[config.mk]
export PLATFORM = sky130hd
export DESIGN_NAME = reload_down_timer
export DESIGN_NICKNAME = d
export VERILOG_FILES = /design/src/rtl/tmr_pkg.sv /design/src/rtl/tmr_prescaler.sv /design/src/rtl/tmr_counter.sv /design/src/rtl/tmr_ctrl.sv /design/src/rtl/reload_down_timer.sv
export SDC_FILE = /design/constraint.sdc
export NUM_CORES = 1
export LEC_CHECK = 0
export BUFFER_PORTS_ARGS = -buffer_cell sky130_fd_sc_hd__buf_4
export CAP_MARGIN = 25
export CORE_MARGIN = 2
export CORE_UTILIZATION = 45
export CTS_CLUSTER_SIZE = 28
export DETAILED_ROUTE_END_ITERATION = 16
export PLACE_DENSITY_LB_ADDON = 0.12
export SLEW_MARGIN = 30
export SYNTH_ARGS = -nofsm -noshare
export SYNTH_HDL_FRONTEND = slang
export SYNTH_HIERARCHICAL = 1
export SYNTH_SLANG_ARGS = --single-unit
[constraint.sdc]
create_clock -name clk -period 5.05 [get_ports clk]
set_clock_uncertainty 0.2 [all_clocks]
set_input_delay 0.2525 -clock clk [delete_from_list [all_inputs] [get_ports clk]]
set_output_delay 0.2525 -clock clk [all_outputs]
set_load 0.02 [all_outputs]
[src/rtl/tmr_pkg.sv]
package tmr_pkg;
  localparam int DATA_W   = 32;
  localparam int PRE_W    = 10;
  localparam int DIV_W    = PRE_W + 1;
  localparam int CTRL_W   = 16;
  localparam logic [2:0] RATE_MAX = 3'd4;

  typedef enum logic [1:0] {
    IDX_RELOAD = 2'd0,
    IDX_COUNT  = 2'd1,
    IDX_CTRL   = 2'd2,
    IDX_CAPT   = 2'd3
  } reg_idx_e;

  typedef struct packed {
    logic [5:0] rsvd;
    logic       capt_flag;
    logic       uf_flag;
    logic [1:0] capt_edge;
    logic       uf_ie;
    logic [1:0] clk_edge;
    logic [2:0] rate_sel;
  } ctrl_t;

  function automatic logic rate_legal(input logic [2:0] sel);
    return sel <= RATE_MAX;
  endfunction

  // Clocks per tick: 4 shifted left by twice the rate code
  function automatic logic [DIV_W-1:0] rate_div(input logic [2:0] sel);
    logic [3:0] sh;
    sh = {sel, 1'b0};
    return DIV_W'(4) << sh;
  endfunction

  function automatic logic ctrl_illegal(input logic [DATA_W-1:0] w);
    ctrl_t c;
    c = ctrl_t'(w[CTRL_W-1:0]);
    return !rate_legal(c.rate_sel) || (c.clk_edge != 2'b00) ||
           (c.capt_edge != 2'b00) || c.capt_flag || (|c.rsvd) ||
           (|w[DATA_W-1:CTRL_W]);
  endfunction

  function automatic ctrl_t ctrl_store(input logic [DATA_W-1:0] w);
    ctrl_t c;
    c = ctrl_t'(w[CTRL_W-1:0]);
    c.uf_flag   = 1'b0;
    c.capt_flag = 1'b0;
    return c;
  endfunction
endpackage

[src/rtl/tmr_prescaler.sv]
module tmr_prescaler
  import tmr_pkg::*;
(
  input  logic       clk,
  input  logic       rst_n,
  input  logic       run_en,
  input  logic       restart,
  input  logic [2:0] rate_sel,
  output logic       tick
);
  logic [PRE_W-1:0] pre_q;
  logic [DIV_W-1:0] div_w;

  assign div_w = rate_div(rate_sel);
  assign tick  = run_en && rate_legal(rate_sel) &&
                 ({1'b0, pre_q} == (div_w - DIV_W'(1)));

  always_ff @(posedge clk or negedge rst_n) begin
    if (!rst_n)       pre_q <= '0;
    else if (restart) pre_q <= '0;
    else if (tick)    pre_q <= '0;
    else if (run_en)  pre_q <= pre_q + PRE_W'(1);
  end
endmodule

[src/rtl/tmr_counter.sv]
module tmr_counter
  import tmr_pkg::*;
#(
  parameter int CNT_W = 32,
  parameter logic [CNT_W-1:0] RST_VAL = '1
) (
  input  logic             clk,
  input  logic             rst_n,
  input  logic             tick,
  input  logic             cnt_wr,
  input  logic             rld_wr,
  input  logic [CNT_W-1:0] wdata,
  output logic [CNT_W-1:0] cnt_q,
  output logic [CNT_W-1:0] reload_q,
  output logic             uf_evt
);
  logic at_zero;
  assign at_zero = (cnt_q == '0);
  assign uf_evt  = tick && !cnt_wr && at_zero;

  always_ff @(posedge clk or negedge rst_n) begin
    if (!rst_n) begin
      cnt_q    <= RST_VAL;
      reload_q <= RST_VAL;
    end else begin
      if (rld_wr) reload_q <= wdata;
      if (cnt_wr)       cnt_q <= wdata;
      else if (tick)    cnt_q <= at_zero ? reload_q : cnt_q - CNT_W'(1);
    end
  end
endmodule

[src/rtl/tmr_ctrl.sv]
module tmr_ctrl
  import tmr_pkg::*;
(
  input  logic              clk,
  input  logic              rst_n,
  input  logic              ctrl_wr,
  input  logic [DATA_W-1:0] wdata,
  input  logic              uf_evt,
  input  logic              capt_acc,
  output ctrl_t             ctrl_q,
  output logic              flag_q,
  output logic              err_q
);
  logic bad_wr;
  logic clr_req;

  assign bad_wr  = ctrl_wr && ctrl_illegal(wdata);
  assign clr_req = ctrl_wr && !wdata[8];

  always_ff @(posedge clk or negedge rst_n) begin
    if (!rst_n) begin
      ctrl_q <= '0;
      flag_q <= 1'b0;
      err_q  <= 1'b0;
    end else begin
      if (ctrl_wr) ctrl_q <= ctrl_store(wdata);
      if (uf_evt)       flag_q <= 1'b1;
      else if (clr_req) flag_q <= 1'b0;
      if (bad_wr || capt_acc) err_q <= 1'b1;
    end
  end
endmodule

[src/rtl/reload_down_timer.sv]
module reload_down_timer
  import tmr_pkg::*;
#(
  parameter int CNT_W = 32,
  parameter logic [CNT_W-1:0] RST_VAL = '1
) (
  input  logic              clk,
  input  logic              rst_n,
  input  logic              reg_wr,
  input  logic              reg_rd,
  input  logic [1:0]        reg_idx,
  input  logic [DATA_W-1:0] reg_wdata,
  output logic [DATA_W-1:0] reg_rdata,
  input  logic              run_en,
  output logic              irq,
  output logic              cfg_err
);
  reg_idx_e   idx_w;
  logic       rld_wr_w, cnt_wr_w, ctrl_wr_w, capt_acc_w;
  logic       tick_w, uf_evt_w, flag_q, ie_w;
  ctrl_t      ctrl_q, ctrl_view;
  logic [CNT_W-1:0] cnt_q, reload_q;
  logic [DATA_W-1:0] cnt_ext, rld_ext;

  assign idx_w      = reg_idx_e'(reg_idx);
  assign rld_wr_w   = reg_wr && (idx_w == IDX_RELOAD);
  assign cnt_wr_w   = reg_wr && (idx_w == IDX_COUNT);
  assign ctrl_wr_w  = reg_wr && (idx_w == IDX_CTRL);
  assign capt_acc_w = (reg_wr || reg_rd) && (idx_w == IDX_CAPT);

  tmr_prescaler u_pre (
    .clk      (clk),
    .rst_n    (rst_n),
    .run_en   (run_en),
    .restart  (ctrl_wr_w),
    .rate_sel (ctrl_q.rate_sel),
    .tick     (tick_w)
  );

  tmr_counter #(.CNT_W(CNT_W), .RST_VAL(RST_VAL)) u_cnt (
    .clk      (clk),
    .rst_n    (rst_n),
    .tick     (tick_w),
    .cnt_wr   (cnt_wr_w),
    .rld_wr   (rld_wr_w),
    .wdata    (reg_wdata[CNT_W-1:0]),
    .cnt_q    (cnt_q),
    .reload_q (reload_q),
    .uf_evt   (uf_evt_w)
  );

  tmr_ctrl u_ctl (
    .clk      (clk),
    .rst_n    (rst_n),
    .ctrl_wr  (ctrl_wr_w),
    .wdata    (reg_wdata),
    .uf_evt   (uf_evt_w),
    .capt_acc (capt_acc_w),
    .ctrl_q   (ctrl_q),
    .flag_q   (flag_q),
    .err_q    (cfg_err)
  );

  generate
    if (CNT_W == DATA_W) begin : g_full
      assign cnt_ext = cnt_q;
      assign rld_ext = reload_q;
    end else begin : g_narrow
      assign cnt_ext = {{(DATA_W-CNT_W){1'b0}}, cnt_q};
      assign rld_ext = {{(DATA_W-CNT_W){1'b0}}, reload_q};
    end
  endgenerate

  always_comb begin
    ctrl_view         = ctrl_q;
    ctrl_view.uf_flag = flag_q;
  end

  assign ie_w = ctrl_q.uf_ie;
  assign irq  = flag_q && ie_w;

  always_comb begin
    reg_rdata = '0;
    if (reg_rd) begin
      unique case (idx_w)
        IDX_RELOAD: reg_rdata = rld_ext;
        IDX_COUNT:  reg_rdata = cnt_ext;
        IDX_CTRL:   reg_rdata = {{(DATA_W-CTRL_W){1'b0}}, ctrl_view};
        IDX_CAPT:   reg_rdata = '0;
      endcase
    end
  end
endmodule

After elaboration in Yosys (flattened, before gate mapping) --
Cells that the tools add are included.
Cells by class: add/subtract/negate cells 3, magnitude comparators 2, equality and inequality tests 4, shift operators 1, multiplexer cells 10, reduce and logical (&&, ||, !) cells 30
Operators by type and width (count):
- two-way mux 32 bit | 4
- one-hot mux 32 bit (4 select lines) | 1
- zero test 32 bit | 1
- subtractor 32 x 1 -> 32 bit, second input constant | 1
- two-way mux 10 bit | 3
- OR reduction 16 bit | 1
- == test 10 x 11 -> 1 bit | 1
- logical AND 1 bit | 11
- left shift 3 x 4 -> 11 bit, first input constant | 1
- subtractor 11 x 1 -> 11 bit, second input constant | 1
- adder 10 x 1 -> 10 bit, second input constant | 1
- nonzero test 2 bit | 4
- logical OR 1 bit | 7
- less-or-equal comparator 3 bit, second input constant | 2
- OR reduction 6 bit | 1
- == test 2 bit, second input constant | 2
- zero test 1 bit | 3
- nonzero test 3 bit | 1
- == test 2 x 1 -> 1 bit, second input constant | 1
- zero test 2 bit | 1
- two-way mux 1 bit | 2
Word-level totals: register bits after elaboration 90, input port bits 39, logic and storage cells 60

Logic depth before layout (Yosys ltp) --
word-level depth 9, mapped depth 13, depth with buffers taken out 11

Hierarchy --
Netlist, hierarchy kept.
Modules (own cells, without submodules):
- tmr_counter | instances 1, cells an instance 369, area each 3751.1 µm², seq. area each 1681.6 µm²
- reload_down_timer | instances 1, cells an instance 115, area each 889.6 µm², seq. area each 0.0 µm²
- tmr_prescaler | instances 1, cells an instance 88, area each 810.8 µm², seq. area each 250.2 µm²
- tmr_ctrl | instances 1, cells an instance 50, area each 719.4 µm², seq. area each 400.4 µm²

Worst setup path before layout --
Ideal clock, no wire load.
path type reg-to-reg, start register, netlist name u_ctl/ctrl_q[2], end register u_cnt.cnt_q[16], arrival time 3.217 ns, required time 4.771 ns, path slack 1.554 ns, cell stages (with the launch flop) 13, path through dfrtp_1 or3_4 ha_1 xnor2_1 mux2_4 o31ai_2 o2111a_2 buf_6 clkbuf_1 nor2b_1 clkbuf_1 o21ai_0 o21ai_0
On the way: longest elaborated chain between the ends 5, elaborated cells between the ends (all ways) 7
RTL lines:
- left shift 3 x 4 -> 11 bit | line tmr_pkg.sv:33 | return DIV_W'(4) << sh;
- subtractor 11 x 1 -> 11 bit | line tmr_prescaler.sv:16 | ({1'b0, pre_q} == (div_w - DIV_W'(1)));
- == test 10 x 11 -> 1 bit | line tmr_prescaler.sv:16
- logical AND 1 bit * | line tmr_prescaler.sv:15 | assign tick = run_en && rate_legal(rate_sel) &&
- net tick_w | line reload_down_timer.sv:20 | logic tick_w, uf_evt_w, flag_q, ie_w;
- nonzero test 2 bit (no line) *
- end signal: assignment | line tmr_counter.sv:27 | if (cnt_wr) cnt_q <= wdata;
- end signal: assignment | line tmr_counter.sv:28 | else if (tick) cnt_q <= at_zero ? reload_q : cnt_q - CNT_W'(1);
- end: declaration | line tmr_counter.sv:13 | output logic [CNT_W-1:0] cnt_q,
The timed path passes the listed nets; every way through them passes the cells marked *. A chain may end at the register's enable or synchronous reset.

Final worst setup path --
start register, netlist name u_ctl/ctrl_q[2], end register u_cnt.cnt_q[1]
On the way: longest elaborated chain between the ends 5, elaborated cells between the ends (all ways) 7
RTL lines (line):
- left shift 3 x 4 -> 11 bit | tmr_pkg.sv:33
- subtractor 11 x 1 -> 11 bit | tmr_prescaler.sv:16
- == test 10 x 11 -> 1 bit | tmr_prescaler.sv:16
- logical AND 1 bit * | tmr_prescaler.sv:15
- net tick_w | reload_down_timer.sv:20
- nonzero test 2 bit (no line) *
Marks and branches as above.

==> flow_summary.toml <==
[synth]
syn-instance-count = 621
synth_warnings = 6
syn_nets = 664
synth_area_per_cell_um2 = 9.925
synthesis.area_mm2 = 0.006163

[placement]
place_area_mm2 = 0.006648
hpwlAfterDp_um = 10570
place.gp.congestion = 0.8189
io_buffers = 72

[sta]
hold_violations = 0
tns_ns = 0
slew_violations = 0
rsz0062_at_grt = "false"
post-route-min-period_ns = 3.683
setup_viol = 0
final.period_utilization_pct = 72.92
tightest_slew_ns = 0.8945
relSlewSlack_pct = 39.81
timing.fmax_mhz = 271.5

[critical_path]
worst-setup-path-type = "flip-flop to flip-flop"
worstPathArrival_ns = 3.73
end_kind = "flip-flop"
reg2reg_slack_ns = 1.37
worstReg2RegEnd = "u_cnt/cnt_q[1]"
ff2ff_path_depth = 9
critPathRequiredTime_ns = 5.09
worstSetupStartpointType = "flip-flop"
critPathMaxFanout = 45
r2r_start = "u_ctl/ctrl_q[2]"

[pwr]
p_clk_share_pct = 29.8
p_leak_nw = 2.864
switchingPower_mw = 0.7096
p_seq_share_pct = 44.6
power_density_mw_per_mm2 = 324.0
p_sw_share_pct = 30.04
pwr-share-comb_pct = 25.6
p_int_mw = 1.652
ir_drop_mv = 0.2242

[status]
outcome = "complete, no violations"

[layout]
fill_cells = 1200
syn2layout_area_growth_pct = 18.27
finalNetCount = 737
design_area_mm2 = 0.007289
multi_input_area_mm2 = 0.003492
antenna_cells = 0
drive_gt1_share_pct = 32.62
regArea_mm2 = 0.002332

[cts]
cts-root-buf = "clkbuf_16"
cts_buffers = 9
path_clk_slew_ns = 0.06
cts_tree = "done"
clk_path_buf_depth = 2
clk_latency_ns = 0.35
htree_levels = 3
cts.sinks = 90

[floorplan]
dieArea_mm2 = 0.01465
initial_utilization_pct = 46.36
ios = 73
fp.dieW_um = 121.0
num_rows = 42
die_y_um = 121.0
core_mm2 = 0.01330

[routing]
drt-initial-drc-count = 354
wirelength_um = 15920
antenna_left = 0
viasPerCell = 5.943
num_vias = 5200
drc = 0
dr.pass1.iters = 4
wl_per_cell_um = 18.20

[flow_run]
cap_violations = 0

[hold_path]
min_from = "run_en"
hold_path.class = "input pin to flip-flop"
hold_depth = 3
min_to = "u_pre/pre_q[1]"

[global_route]
grt-ovfl-total = 0
grt_pass1_vias = 5113
grt_usage_pct = 22.60
grt_max_degree = 53
grt_pass1_wl_um = 26500
antenna_found_initial = 0
-- power by group through the flow --
stage / combinational, mW / clock (mW) / sequential [mW]
global route: 0.667 / 0.752 / 1.08
detailed placement: 0.583 / 0 / 1.06
CTS: 0.606 / 0.722 / 1.05
finish: 0.604 / 0.703 / 1.05
global placement: 0.568 / 0 / 1.06
floorplan: 0.450 / 0 / 1.01
-- state kept, by name, summed over array words and instances, names as in the netlist --
name / cells
u_ctl/flag_q: 1
u_pre/pre_q: 10
u_ctl/err_q: 1
u_ctl/ctrl_q: 14
u_cnt/reload_q: 32
u_cnt/cnt_q: 32
-- worst max path at each step --
stage,start,depth (start not counted),slack [ns],to
after floorplan,u_ctl/ctrl_q[2],12,1.55,u_cnt/cnt_q[16]
final,u_ctl/ctrl_q[2],9,1.37,u_cnt/cnt_q[1]
after global placement,u_ctl/ctrl_q[2],9,1.51,u_cnt/cnt_q[1]
after global routing,u_ctl/ctrl_q[2],9,1.20,u_cnt/cnt_q[1]
after CTS,u_ctl/ctrl_q[2],9,1.38,u_cnt/cnt_q[1]
after detailed placement,u_ctl/ctrl_q[2],9,1.38,u_cnt/cnt_q[7]
-- final cells by class --
class / count / share of cell area (%)
multi-input combinational: 477 / 47.91
clock buffer: 14 / 3.776
timing repair buffer: 111 / 12.56
inverter: 5 / 0.2575
clock inverter: 2 / 0.4806
tap: 176 / 3.021
sequential: 90 / 31.99
-- cells in the final DEF, fill, tap and decap left out, types with 6 or more instances in the layout --
master	instances
nand3b_1	18
dfrtp_1	26
dfstp_2	64
o21ai_1	18
buf_4	78
nand4_1	7
clkbuf_16	10
nor3b_1	29
nand2b_1	6
mux2i_1	40
and2_1	17
nor2_1	40
nand2_1	15
or3_1	10
mux2_2	37
dlygate4sd3_1	33
nor3_1	19
nor4_1	23
xor2_1	9
nand3_1	18
o211ai_1	10
mux2_4	10
xnor2_1	15
o21ai_0	34
a21oi_1	32
-- critical path, cell delays in order, from the launching register on --
cell and delay (ns):
dfrtp_1 0.46, or3_4 0.43, ha_1 0.28, xnor2_1 0.22, mux2_4 0.32, o31ai_2 0.23, o2111a_2 0.25, buf_4 0.51
nand2_1 0.36, o31ai_1 0.33
-- stage by stage --
stage                     setup WS (ns)  power, mW  utilization (%)  hold WS, ns  std cells
after CTS                         1.376      2.382            54.82      0.04808        875
final                             1.367      2.362            54.83      0.05277        875
after global placement            1.505      1.625            49.95      0.08079        826
after floorplan                   1.554      1.465                -      -0.2431        621
after global routing              1.195      2.499            54.83      0.06437        875
after detailed placement          1.378      1.648            50.00      0.07797        826
-- routing by layer --
metal | GRT usage [%] | share of wire (%) | vias to the layer above
li1 | - | - | 2447
met4 | 7.267 | 1.3 | 0
met2 | 36.10 | 47 | 149
met3 | 2.820 | 4.1 | 19
met5 | 0 | 0 | -
met1 | 31.87 | 47 | 2585
-- repair_timing --
item                                   4_1_cts  5_1_grt
endpoints found under the hold margin       91        0
gates resized for setup                      0        0
setup buffers                                0        0
hold buffers                                33        0
Power figures use the tool's default switching activity.
